===== src/rtl/s2m_pkg.sv =====
// Shared types and helpers for the 16-to-32 cycle combiner.
// Assumes a 6-bit modifier code and a fixed split of the master address at bit 20.
package s2m_pkg;
    localparam int AM_W  = 6;
    localparam int SPLIT = 20;

    typedef enum logic [2:0] {
        ST_IDLE,
        ST_MADDR,
        ST_MDATA,
        ST_ACK,
        ST_REL
    } bst_t;

    // True for the modifier codes the slave side accepts.
    function automatic logic am_accept(input logic [AM_W-1:0] am);
        return (am == 6'h39) || (am == 6'h3A) || (am == 6'h3D) || (am == 6'h3E);
    endfunction
endpackage


===== src/rtl/s2m_decode.sv =====
// Slave-side select decode. Compares the upper address tag with BASE_TAG,
// checks the modifier code and splits register from data space on bit 20.
// Assumes SA_W > 21; purely combinational.
module s2m_decode
    import s2m_pkg::*;
#(
    parameter int SA_W = 24,
    parameter logic [SA_W-22:0] BASE_TAG = '0
) (
    input  logic             s_req,
    input  logic [SA_W-1:20] s_addr_hi,
    input  logic [AM_W-1:0]  s_am,
    output logic             sel_reg,
    output logic             sel_data
);
    logic hit;

    // Address tag and modifier qualify the request.
    always_comb begin
        hit      = s_req && (s_addr_hi[SA_W-1:21] == BASE_TAG) && am_accept(s_am);
        sel_reg  = hit && s_addr_hi[SPLIT];
        sel_data = hit && !s_addr_hi[SPLIT];
    end
endmodule


===== src/rtl/s2m_ctrl.sv =====
// Cycle sequencer. Tracks which half of a pair comes next and the direction
// of the pending first half, runs the master address and data phases, and
// produces the slave acknowledge pulse. Assumes the slave holds s_req until
// s_ack and drops it afterwards.
module s2m_ctrl
    import s2m_pkg::*;
(
    input  logic clk,
    input  logic rst_n,
    input  logic s_req,
    input  logic s_we,
    input  logic sel_reg,
    input  logic sel_data,
    input  logic m_ack,
    output logic ld_off,
    output logic ld_first,
    output logic start_wr,
    output logic start_rd,
    output logic ld_rd,
    output logic rd_lo,
    output logic rd_zero,
    output logic m_as,
    output logic m_ds,
    output logic m_we,
    output logic s_ack
);
    bst_t st_q, st_d;
    logic second_q, second_d;
    logic dirwe_q, dirwe_d;
    logic mwe_q, mwe_d;
    logic first_half;

    // Next state, half tracking and datapath strobes.
    always_comb begin
        st_d      = st_q;
        second_d  = second_q;
        dirwe_d   = dirwe_q;
        mwe_d     = mwe_q;
        ld_off    = 1'b0;
        ld_first  = 1'b0;
        start_wr  = 1'b0;
        start_rd  = 1'b0;
        ld_rd     = 1'b0;
        rd_lo     = 1'b0;
        rd_zero   = 1'b0;
        first_half = !second_q || (dirwe_q != s_we);
        unique case (st_q)
            ST_IDLE: begin
                if (sel_reg) begin
                    ld_off  = s_we;
                    rd_zero = !s_we;
                    st_d    = ST_ACK;
                end else if (sel_data) begin
                    if (s_we && first_half) begin
                        ld_first = 1'b1;
                        second_d = 1'b1;
                        dirwe_d  = 1'b1;
                        st_d     = ST_ACK;
                    end else if (s_we) begin
                        start_wr = 1'b1;
                        second_d = 1'b0;
                        mwe_d    = 1'b1;
                        st_d     = ST_MADDR;
                    end else if (first_half) begin
                        start_rd = 1'b1;
                        second_d = 1'b1;
                        dirwe_d  = 1'b0;
                        mwe_d    = 1'b0;
                        st_d     = ST_MADDR;
                    end else begin
                        rd_lo    = 1'b1;
                        second_d = 1'b0;
                        st_d     = ST_ACK;
                    end
                end
            end
            ST_MADDR: st_d = ST_MDATA;
            ST_MDATA: begin
                if (m_ack) begin
                    ld_rd = !mwe_q;
                    st_d  = ST_ACK;
                end
            end
            ST_ACK: st_d = ST_REL;
            ST_REL: begin
                if (!s_req) st_d = ST_IDLE;
            end
            default: st_d = ST_IDLE;
        endcase
    end

    // State registers with synchronous reset.
    always_ff @(posedge clk) begin
        if (!rst_n) begin
            st_q     <= ST_IDLE;
            second_q <= 1'b0;
            dirwe_q  <= 1'b0;
            mwe_q    <= 1'b0;
        end else begin
            st_q     <= st_d;
            second_q <= second_d;
            dirwe_q  <= dirwe_d;
            mwe_q    <= mwe_d;
        end
    end

    // Bus strobes decoded from state.
    always_comb begin
        m_as  = (st_q == ST_MADDR);
        m_ds  = (st_q == ST_MDATA);
        m_we  = mwe_q;
        s_ack = (st_q == ST_ACK);
    end
endmodule


===== src/rtl/s2m_store.sv =====
// Datapath storage: offset register, first-half address latch, upper and
// lower data words, master address, slave read data and the sticky
// indicators. All loads are strobed by the sequencer.
module s2m_store #(
    parameter int MA_W = 32,
    parameter int DW   = 16
) (
    input  logic            clk,
    input  logic            rst_n,
    input  logic [19:2]     s_addr_mid,
    input  logic [DW-1:0]   s_wdata,
    input  logic [MA_W-1:0] m_rdata,
    input  logic            ld_off,
    input  logic            ld_first,
    input  logic            start_wr,
    input  logic            start_rd,
    input  logic            ld_rd,
    input  logic            rd_lo,
    input  logic            rd_zero,
    output logic [MA_W-1:0] m_addr,
    output logic [MA_W-1:0] m_wdata,
    output logic [DW-1:0]   s_rdata,
    output logic            led_off,
    output logic            led_act
);
    localparam int OFF_W = MA_W - 20;

    logic [OFF_W-1:0] off_q;
    logic [19:2]      alat_q;
    logic [DW-1:0]    hi_q;
    logic [DW-1:0]    lo_q;
    logic [MA_W-1:0]  maddr_q;
    logic [DW-1:0]    rdat_q;
    logic             ledo_q;
    logic             leda_q;

    // Offset register and sticky indicators.
    always_ff @(posedge clk) begin
        if (!rst_n) begin
            off_q  <= '0;
            ledo_q <= 1'b0;
            leda_q <= 1'b0;
        end else begin
            if (ld_off) begin
                off_q  <= s_wdata[DW-1 -: OFF_W];
                ledo_q <= 1'b1;
            end
            if (start_wr || start_rd) leda_q <= 1'b1;
        end
    end

    // First-half latch, data words and master address.
    always_ff @(posedge clk) begin
        if (!rst_n) begin
            alat_q  <= '0;
            hi_q    <= '0;
            lo_q    <= '0;
            maddr_q <= '0;
        end else begin
            if (ld_first) begin
                alat_q <= s_addr_mid;
                hi_q   <= s_wdata;
            end
            if (start_wr) begin
                lo_q    <= s_wdata;
                maddr_q <= {off_q, alat_q, 2'b00};
            end
            if (start_rd) maddr_q <= {off_q, s_addr_mid, 2'b00};
            if (ld_rd)    lo_q    <= m_rdata[DW-1:0];
        end
    end

    // Slave read data register.
    always_ff @(posedge clk) begin
        if (!rst_n)       rdat_q <= '0;
        else if (ld_rd)   rdat_q <= m_rdata[MA_W-1 -: DW];
        else if (rd_lo)   rdat_q <= lo_q;
        else if (rd_zero) rdat_q <= '0;
    end

    // Output mapping.
    always_comb begin
        m_addr  = maddr_q;
        m_wdata = {hi_q, lo_q};
        s_rdata = rdat_q;
        led_off = ledo_q;
        led_act = leda_q;
    end
endmodule


===== src/rtl/slv16_mst32_bridge.sv =====
// Top of the 16-bit slave / 32-bit master cycle combiner. Ties decode,
// sequencer and storage together. Assumes it is the sole master on the
// wide bus and that the narrow-bus requester holds s_req until s_ack.
module slv16_mst32_bridge
    import s2m_pkg::*;
#(
    parameter int SA_W = 24,
    parameter logic [SA_W-22:0] BASE_TAG = 3'b010,
    parameter int MA_W = 32,
    parameter int DW   = 16
) (
    input  logic            clk,
    input  logic            rst_n,
    input  logic            s_req,
    input  logic            s_we,
    input  logic [SA_W-1:1] s_addr,
    input  logic [AM_W-1:0] s_am,
    input  logic [DW-1:0]   s_wdata,
    output logic [DW-1:0]   s_rdata,
    output logic            s_ack,
    output logic            m_as,
    output logic            m_ds,
    output logic            m_we,
    output logic [MA_W-1:0] m_addr,
    output logic [MA_W-1:0] m_wdata,
    input  logic [MA_W-1:0] m_rdata,
    input  logic            m_ack,
    output logic            led_off,
    output logic            led_act
);
    logic sel_reg, sel_data;
    logic ld_off, ld_first, start_wr, start_rd, ld_rd, rd_lo, rd_zero;
    logic unused_a1;

    assign unused_a1 = s_addr[1];

    s2m_decode #(.SA_W(SA_W), .BASE_TAG(BASE_TAG)) u_dec (
        .s_req    (s_req),
        .s_addr_hi(s_addr[SA_W-1:20]),
        .s_am     (s_am),
        .sel_reg  (sel_reg),
        .sel_data (sel_data)
    );

    s2m_ctrl u_ctrl (
        .clk     (clk),
        .rst_n   (rst_n),
        .s_req   (s_req),
        .s_we    (s_we),
        .sel_reg (sel_reg),
        .sel_data(sel_data),
        .m_ack   (m_ack),
        .ld_off  (ld_off),
        .ld_first(ld_first),
        .start_wr(start_wr),
        .start_rd(start_rd),
        .ld_rd   (ld_rd),
        .rd_lo   (rd_lo),
        .rd_zero (rd_zero),
        .m_as    (m_as),
        .m_ds    (m_ds),
        .m_we    (m_we),
        .s_ack   (s_ack)
    );

    s2m_store #(.MA_W(MA_W), .DW(DW)) u_store (
        .clk       (clk),
        .rst_n     (rst_n),
        .s_addr_mid(s_addr[19:2]),
        .s_wdata   (s_wdata),
        .m_rdata   (m_rdata),
        .ld_off    (ld_off),
        .ld_first  (ld_first),
        .start_wr  (start_wr),
        .start_rd  (start_rd),
        .ld_rd     (ld_rd),
        .rd_lo     (rd_lo),
        .rd_zero   (rd_zero),
        .m_addr    (m_addr),
        .m_wdata   (m_wdata),
        .s_rdata   (s_rdata),
        .led_off   (led_off),
        .led_act   (led_act)
    );
endmodule


===== config.mk =====
export PLATFORM = sky130hd
export DESIGN_NAME = slv16_mst32_bridge
export DESIGN_NICKNAME = d
export VERILOG_FILES = /design/src/rtl/s2m_pkg.sv /design/src/rtl/s2m_decode.sv /design/src/rtl/s2m_ctrl.sv /design/src/rtl/s2m_store.sv /design/src/rtl/slv16_mst32_bridge.sv
export SDC_FILE = /design/constraint.sdc
export NUM_CORES = 1
export LEC_CHECK = 0
export BUFFER_PORTS_ARGS = -buffer_cell sky130_fd_sc_hd__buf_2
export CELL_PAD_IN_SITES_DETAIL_PLACEMENT = 1
export CELL_PAD_IN_SITES_GLOBAL_PLACEMENT = 1
export CORE_MARGIN = 1.5
export CORE_UTILIZATION = 28
export CTS_CLUSTER_SIZE = 8
export DETAILED_ROUTE_END_ITERATION = 10
export GPL_ROUTABILITY_DRIVEN = 0
export PLACE_DENSITY_LB_ADDON = 0.1
export SYNTH_ARGS = -nofsm -noshare
export SYNTH_HDL_FRONTEND = slang
export SYNTH_SLANG_ARGS = --single-unit

===== constraint.sdc =====
create_clock -name clk -period 2.5 [get_ports clk]
set_clock_uncertainty 0.1 [all_clocks]
set_input_delay 0.625 -clock clk [delete_from_list [all_inputs] [get_ports clk]]
set_output_delay 0.625 -clock clk [all_outputs]
set_load 0.005 [all_outputs]

### Yosys cells after proc, flatten, opt, wreduce, memory -nomap -nowiden

Cells that the tools add are included.

* equality and inequality tests: 14
* muxes and demuxes: 47
* bitwise logic cells: 2
* reductions and logical operators: 24

Operators with widths (number)
* $mux 16: 5
* $mux 32: 2
* $mux 1: 32
* $eq 6x6->1 const B: 4
* $mux 3: 6
* $pmux 3 s5: 1
* $reduce_and 5->1: 2
* $eq 3x2->1 const B: 3
* $reduce_bool 2->1: 4
* $reduce_and 3->1: 2
* $logic_and 1x1->1: 5
* $logic_or 1x1->1: 5
* $logic_not 1->1: 4
* $ne 2x1->1 const B: 2
* $eq 3x1->1 const B: 1
* $eq 3x3->1 const B: 1
* $logic_not 3->1: 1
* $ne 3x3->1 const B: 1
* $reduce_bool 3->1: 1
* $mux 2: 1
* $ne 2x2->1 const B: 1
* $not 1->1: 2
* $ne 1x1->1: 1

* flip-flop bits (word level): 116
* input bits: 82
* output and inout bits: 86
* word-level logic and storage cells: 99

### Logic depth before layout (Yosys ltp)

* depth after elaboration: 11
* mapped depth: 9
* depth with buffers taken out: 7

### By module

Synthesis repeated with hierarchy kept, for this count alone.

* cell total of the unflattened synthesis: 518
* area total of the unflattened synthesis: 5143.7 um2

Modules (own cells, without submodules)
* s2m_store: instances 1, cells each 454, area each 4638.2 um2, seq. area each 2202.1 um2
* s2m_ctrl: instances 1, cells each 58, area each 449.2 um2, seq. area each 120.1 um2
* s2m_decode: instances 1, cells each 6, area each 56.3 um2, seq. area each 0.0 um2

### Worst setup path after synthesis

OpenSTA, ideal clock, no wires.

* path kind: input to register
* from: input s_we
* to: register u_store.lo_q[10]
* setup time: 80 ps
* arrival time: 2211 ps
* data required time: 2320 ps
* slack: 109 ps
* cell stages on the path: 9
* path buffers: 3
* cells stage by stage: xnor2_1 nand2_1 inv_1 ha_1 clkbuf_1 clkbuf_1 clkbuf_1 a211oi_1 a211oi_2

* word-level cells in the longest chain between the ends: 8
* elaborated cells between the ends (all ways): 9
* classes of those cells: eq/ne (1); mux (5); reduce/logical (3)

RTL lines
* from (decl): RTL line slv16_mst32_bridge.sv:15 `input logic s_we,`
* $ne 1x1->1: RTL line s2m_ctrl.sv:46 `first_half = !second_q || (dirwe_q != s_we);`
* $logic_or 1x1->1: RTL line s2m_ctrl.sv:46
* $logic_and 1x1->1: RTL line s2m_ctrl.sv:54 `if (s_we && first_half) begin`
* $mux 1 (*): RTL line s2m_ctrl.sv:54
* $mux 1 (*): RTL line s2m_ctrl.sv:53 `end else if (sel_data) begin`
* $mux 1 (*): RTL line s2m_ctrl.sv:49 `if (sel_reg) begin`
* $mux 1 (*): RTL line s2m_ctrl.sv:47 `unique case (st_q)`
* $reduce_bool 2->1 (no line) (*)
* to (signal assigned): RTL line s2m_store.sv:65 `lo_q <= s_wdata;`
* to (signal assigned): RTL line s2m_store.sv:69 `if (ld_rd) lo_q <= m_rdata[DW-1:0];`
* to (decl): RTL line s2m_store.sv:31 `logic [DW-1:0] lo_q;`

Every way passes the cells marked *; elsewhere a longest branch is shown, timed or not.
A chain may end at the register's enable or synchronous reset.

### Worst setup path after layout

* from: register u_ctrl.st_q[1]
* to: register u_store.lo_q[15]

* word-level cells in the longest chain between the ends: 3
* elaborated cells between the ends (all ways): 6
* classes of those cells: eq/ne (1); mux (3); reduce/logical (2)

RTL lines
* from (decl): RTL line s2m_ctrl.sv:27 `bst_t st_q, st_d;`
* from (signal assigned): RTL line s2m_ctrl.sv:100 `st_q <= st_d;`
* $eq 3x2->1 or $logic_not 3->1 (tied branches): RTL line s2m_ctrl.sv:47
* $mux 1: RTL line s2m_ctrl.sv:47
* $mux 16 or $reduce_bool 2->1 (tied branches)

Parallel ways exist; a longest one is shown, timed or not.

==> flow_summary.ini <==
[setup_path]
start_kind = register
max_stage_delay_ns = 0.54
r2r_cells = 5
worstPathRequired_ns = 2.69
worstSetupPathType = reg -> reg
critPathCaptureType = register
cp_max_fo = 15
cp.depth = 5
cp-startpoint = u_ctrl.st_q[1]
rrSetupSlack_ns = 0.31
crit_slowest_cell = dfxtp_1
crit_arrival_ns = 2.39
r2r-start = u_ctrl.st_q[1]
cp-endpoint = u_store.lo_q[15]
critPathTopFamily = simple AND/OR/NAND/NOR gates
crit_chain = nor3b_2, and3b_2, buf_4, mux2i_1, a211oi_2
r2r_end = u_store.lo_q[15]
cp_num_buf_inv = 1

[route]
drc = 0
viasPerCell = 5.27
ant_nets = 0
wl_mm = 18.9
first_iter_violations = 229
routedWlPerCell_um = 19.3
dr_total_vias = 5164
firstDrtPassIters = 5

[layout]
num-fill-cells = 2193
nNetsFinal = 819
fin_util_pct = 37.5
syn2layout_area_growth_pct = 30.7
layout-drive-gt1-share_pct = 35.5

[grt]
antenna_found_initial = 2
grt-ovfl-total = 0
met2_usage_pct = 28.6
grt_pass1_wl_mm = 29.6
top_usage_layer = met2
grt_pass1_vias = 5224
grt.total_usage_pct = 19.0
grt_util_met1_pct = 26.7
grt_max_degree = 47
grt.met3_usage_pct = 3.91

[power_and_ir_drop]
vdd_drop_max_mv = 0.465
p_leak_nw = 2.80
intPower_mw = 3.54
p_clk_share_pct = 53.7
power_density_nw_per_um2 = 651
pwr-share-seq_pct = 40.6
p_sw_mw = 1.03
comb_power_share_pct = 5.7
switching_share_pct = 22.6

[clocking]
cts_tree = done
postCtsHoldBufs = 0
cts_sinks = 116
htree_levels = 4
post_cts_buffers = 0
cts_buffers = 17
cts_resized = 0
path_clk_slew_ns = 0.06
cts_max_path_buffers = 2
ctsRootBufferMaster = clkbuf_16
clkLatencyLatePin_ns = 0.42

[floorplan]
floorplan.initialDensity_pct = 28.6
rows = 50
die_y_um = 142
io_pins = 168
die-area_um2 = 20000
die_width_um = 142
core_area_um2 = 18800

[placement]
dpl.hpwl_mm = 13.1
pre_cts_ws_ns = -0.0504
port_buffers = 163

[logic_synthesis]
yosysTopAreaCellShare_pct = 43.2
ys_warn_count = 0
yosysTopAreaCell = dfxtp_1
synth_edf_count = 0
synth_common_cells = dfxtp_1, a21oi_1, o21ai_0
synth-seq-cells = 116
synth_area_um2 = 5380
synth_cell_types = 46
synth_flop_cell = dfxtp_1
synthArstFlopShare_pct = 0
syn_area_per_cell_um2 = 9.16
synth_most_common_cell = dfxtp_1
synthCells = 587
ys_seq_area_share_pct = 43.2
yosys-top-cells-area = dfxtp_1, a21oi_1, o21ai_0

[timing]
worst_pin_slew_ns = 0.566
layout_setup_ws_ns = 0.308
maxSlewViolCount = 0
max_freq_ghz = 0.456
min_period_ns = 2.19
fin_hold_ws_ns = 0.374
rsz0062_at_grt = false
setup_viol = 0
finalCritPeriodShare_pct = 87.7
hold_viol_final = 0
relSlewSlack_pct = 62.2

[run]
max_cap_viol_count = 0

[min_path]
hp-class = reg -> reg

[status]
outcome = completed
[sequential cells by signal (all words and copies together), names as in the netlist]
register,flops
u_ctrl.dirwe_q,1
u_ctrl.m_we,1
u_ctrl.second_q,1
u_ctrl.st_q,3
u_store.alat_q,18
u_store.hi_q,16
u_store.led_act,1
u_store.led_off,1
u_store.lo_q,16
u_store.m_addr,30
u_store.off_q,12
u_store.s_rdata,16
[tightest hold or removal path: stages (launching register included)]
cell     delay (ns)
dfxtp_1        0.30
nand3_1        0.06
a21oi_1        0.06
[area by class of cell]
cell class                      instances  area (µm²)  area share [%]
Antenna cell                            1        2.50          0.0356
Clock buffer                           23         498            7.08
Clock inverter                          8        98.8            1.41
Inverter                               22        83.8            1.19
Multi-Input combinational cell        381        2610            37.1
Sequential cell                       116        2320            33.0
Tap cell                              234         293            4.17
Timing Repair Buffer                  194        1120            16.0
[kinds of logic (layout without fill, tap and decap cells)]
| group | after synthesis | after routing | synth area share [%] |
|---|---|---|---|
| AOI/OAI and AO/OA | 232 | 232 | 28.7 |
| DFF | 116 | 116 | 43.2 |
| and+or+nand+nor | 111 | 111 | 12.6 |
| buffers and inverters | 91 | 247 | 8.59 |
| muxes | 29 | 29 | 5.42 |
| adders and majority gates | 5 | 5 | 1.16 |
| xor gates and xnor gates | 2 | 2 | 0.326 |
| other | 1 | 3 | 0.0697 |
[power by group through the flow]
stage	clock [mW]	combinational, mW	sequential, mW
floorplan	0	0.114	1.90
detailed placement	0	0.263	1.90
global route	2.60	0.287	1.86
finish	2.46	0.262	1.86
global placement	0	0.259	1.90
CTS	2.51	0.264	1.86
[layout by cell type, fill, tap and decap left out, types with 5 or more instances in the layout]
master	synthesis	final
buf_2	13	163
dfxtp_1	116	116
a21oi_1	78	78
o21ai_0	61	61
nand3_1	59	59
a211oi_1	40	40
mux2i_1	28	28
buf_4	10	25
inv_1	21	21
nor3b_1	19	19
o221a_2	18	18
clkbuf_16	0	17
a221oi_1	12	12
a211oi_2	12	12
nor2_1	6	6
buf_12	2	6
ha_1	5	5
clkbuf_8	0	5
[metrics by stage]
step,instances,power (mW),area [µm²],setup TNS (ns)
after floorplan,588,2.01,5380,0
after global placement,947,2.16,6430,0
after detailed placement,947,2.16,6430,-0.740
after CTS,978,4.63,7030,0
after global routing,979,4.74,7030,0
final,979,4.58,7030,0
[layer usage]
| layer | vias up | routed length (µm) |
|---|---|---|
| li1 | 2482 | - |
| met1 | 2543 | 9360 |
| met2 | 120 | 8320 |
| met3 | 19 | 872 |
| met4 | 0 | 301 |
| met5 | - | 0 |
[worst min-delay path by stage]
stage / startpoint / end / slack, ns / cells past startpoint
2_1_floorplan: u_store.off_q[0] / u_store.m_addr[20] / 0.34 / 2
3_3_place_gp: u_store.led_act / u_store.led_act / 0.35 / 1
3_5_place_dp: u_store.off_q[0] / u_store.m_addr[20] / 0.36 / 2
4_1_cts: u_store.hi_q[14] / u_store.hi_q[14] / 0.37 / 2
5_1_grt: s_wdata[2] / u_store.hi_q[2] / 0.39 / 3
6_report: u_store.off_q[11] / u_store.m_addr[31] / 0.37 / 2
No activity file was read; power rests on OpenSTA's default activity.
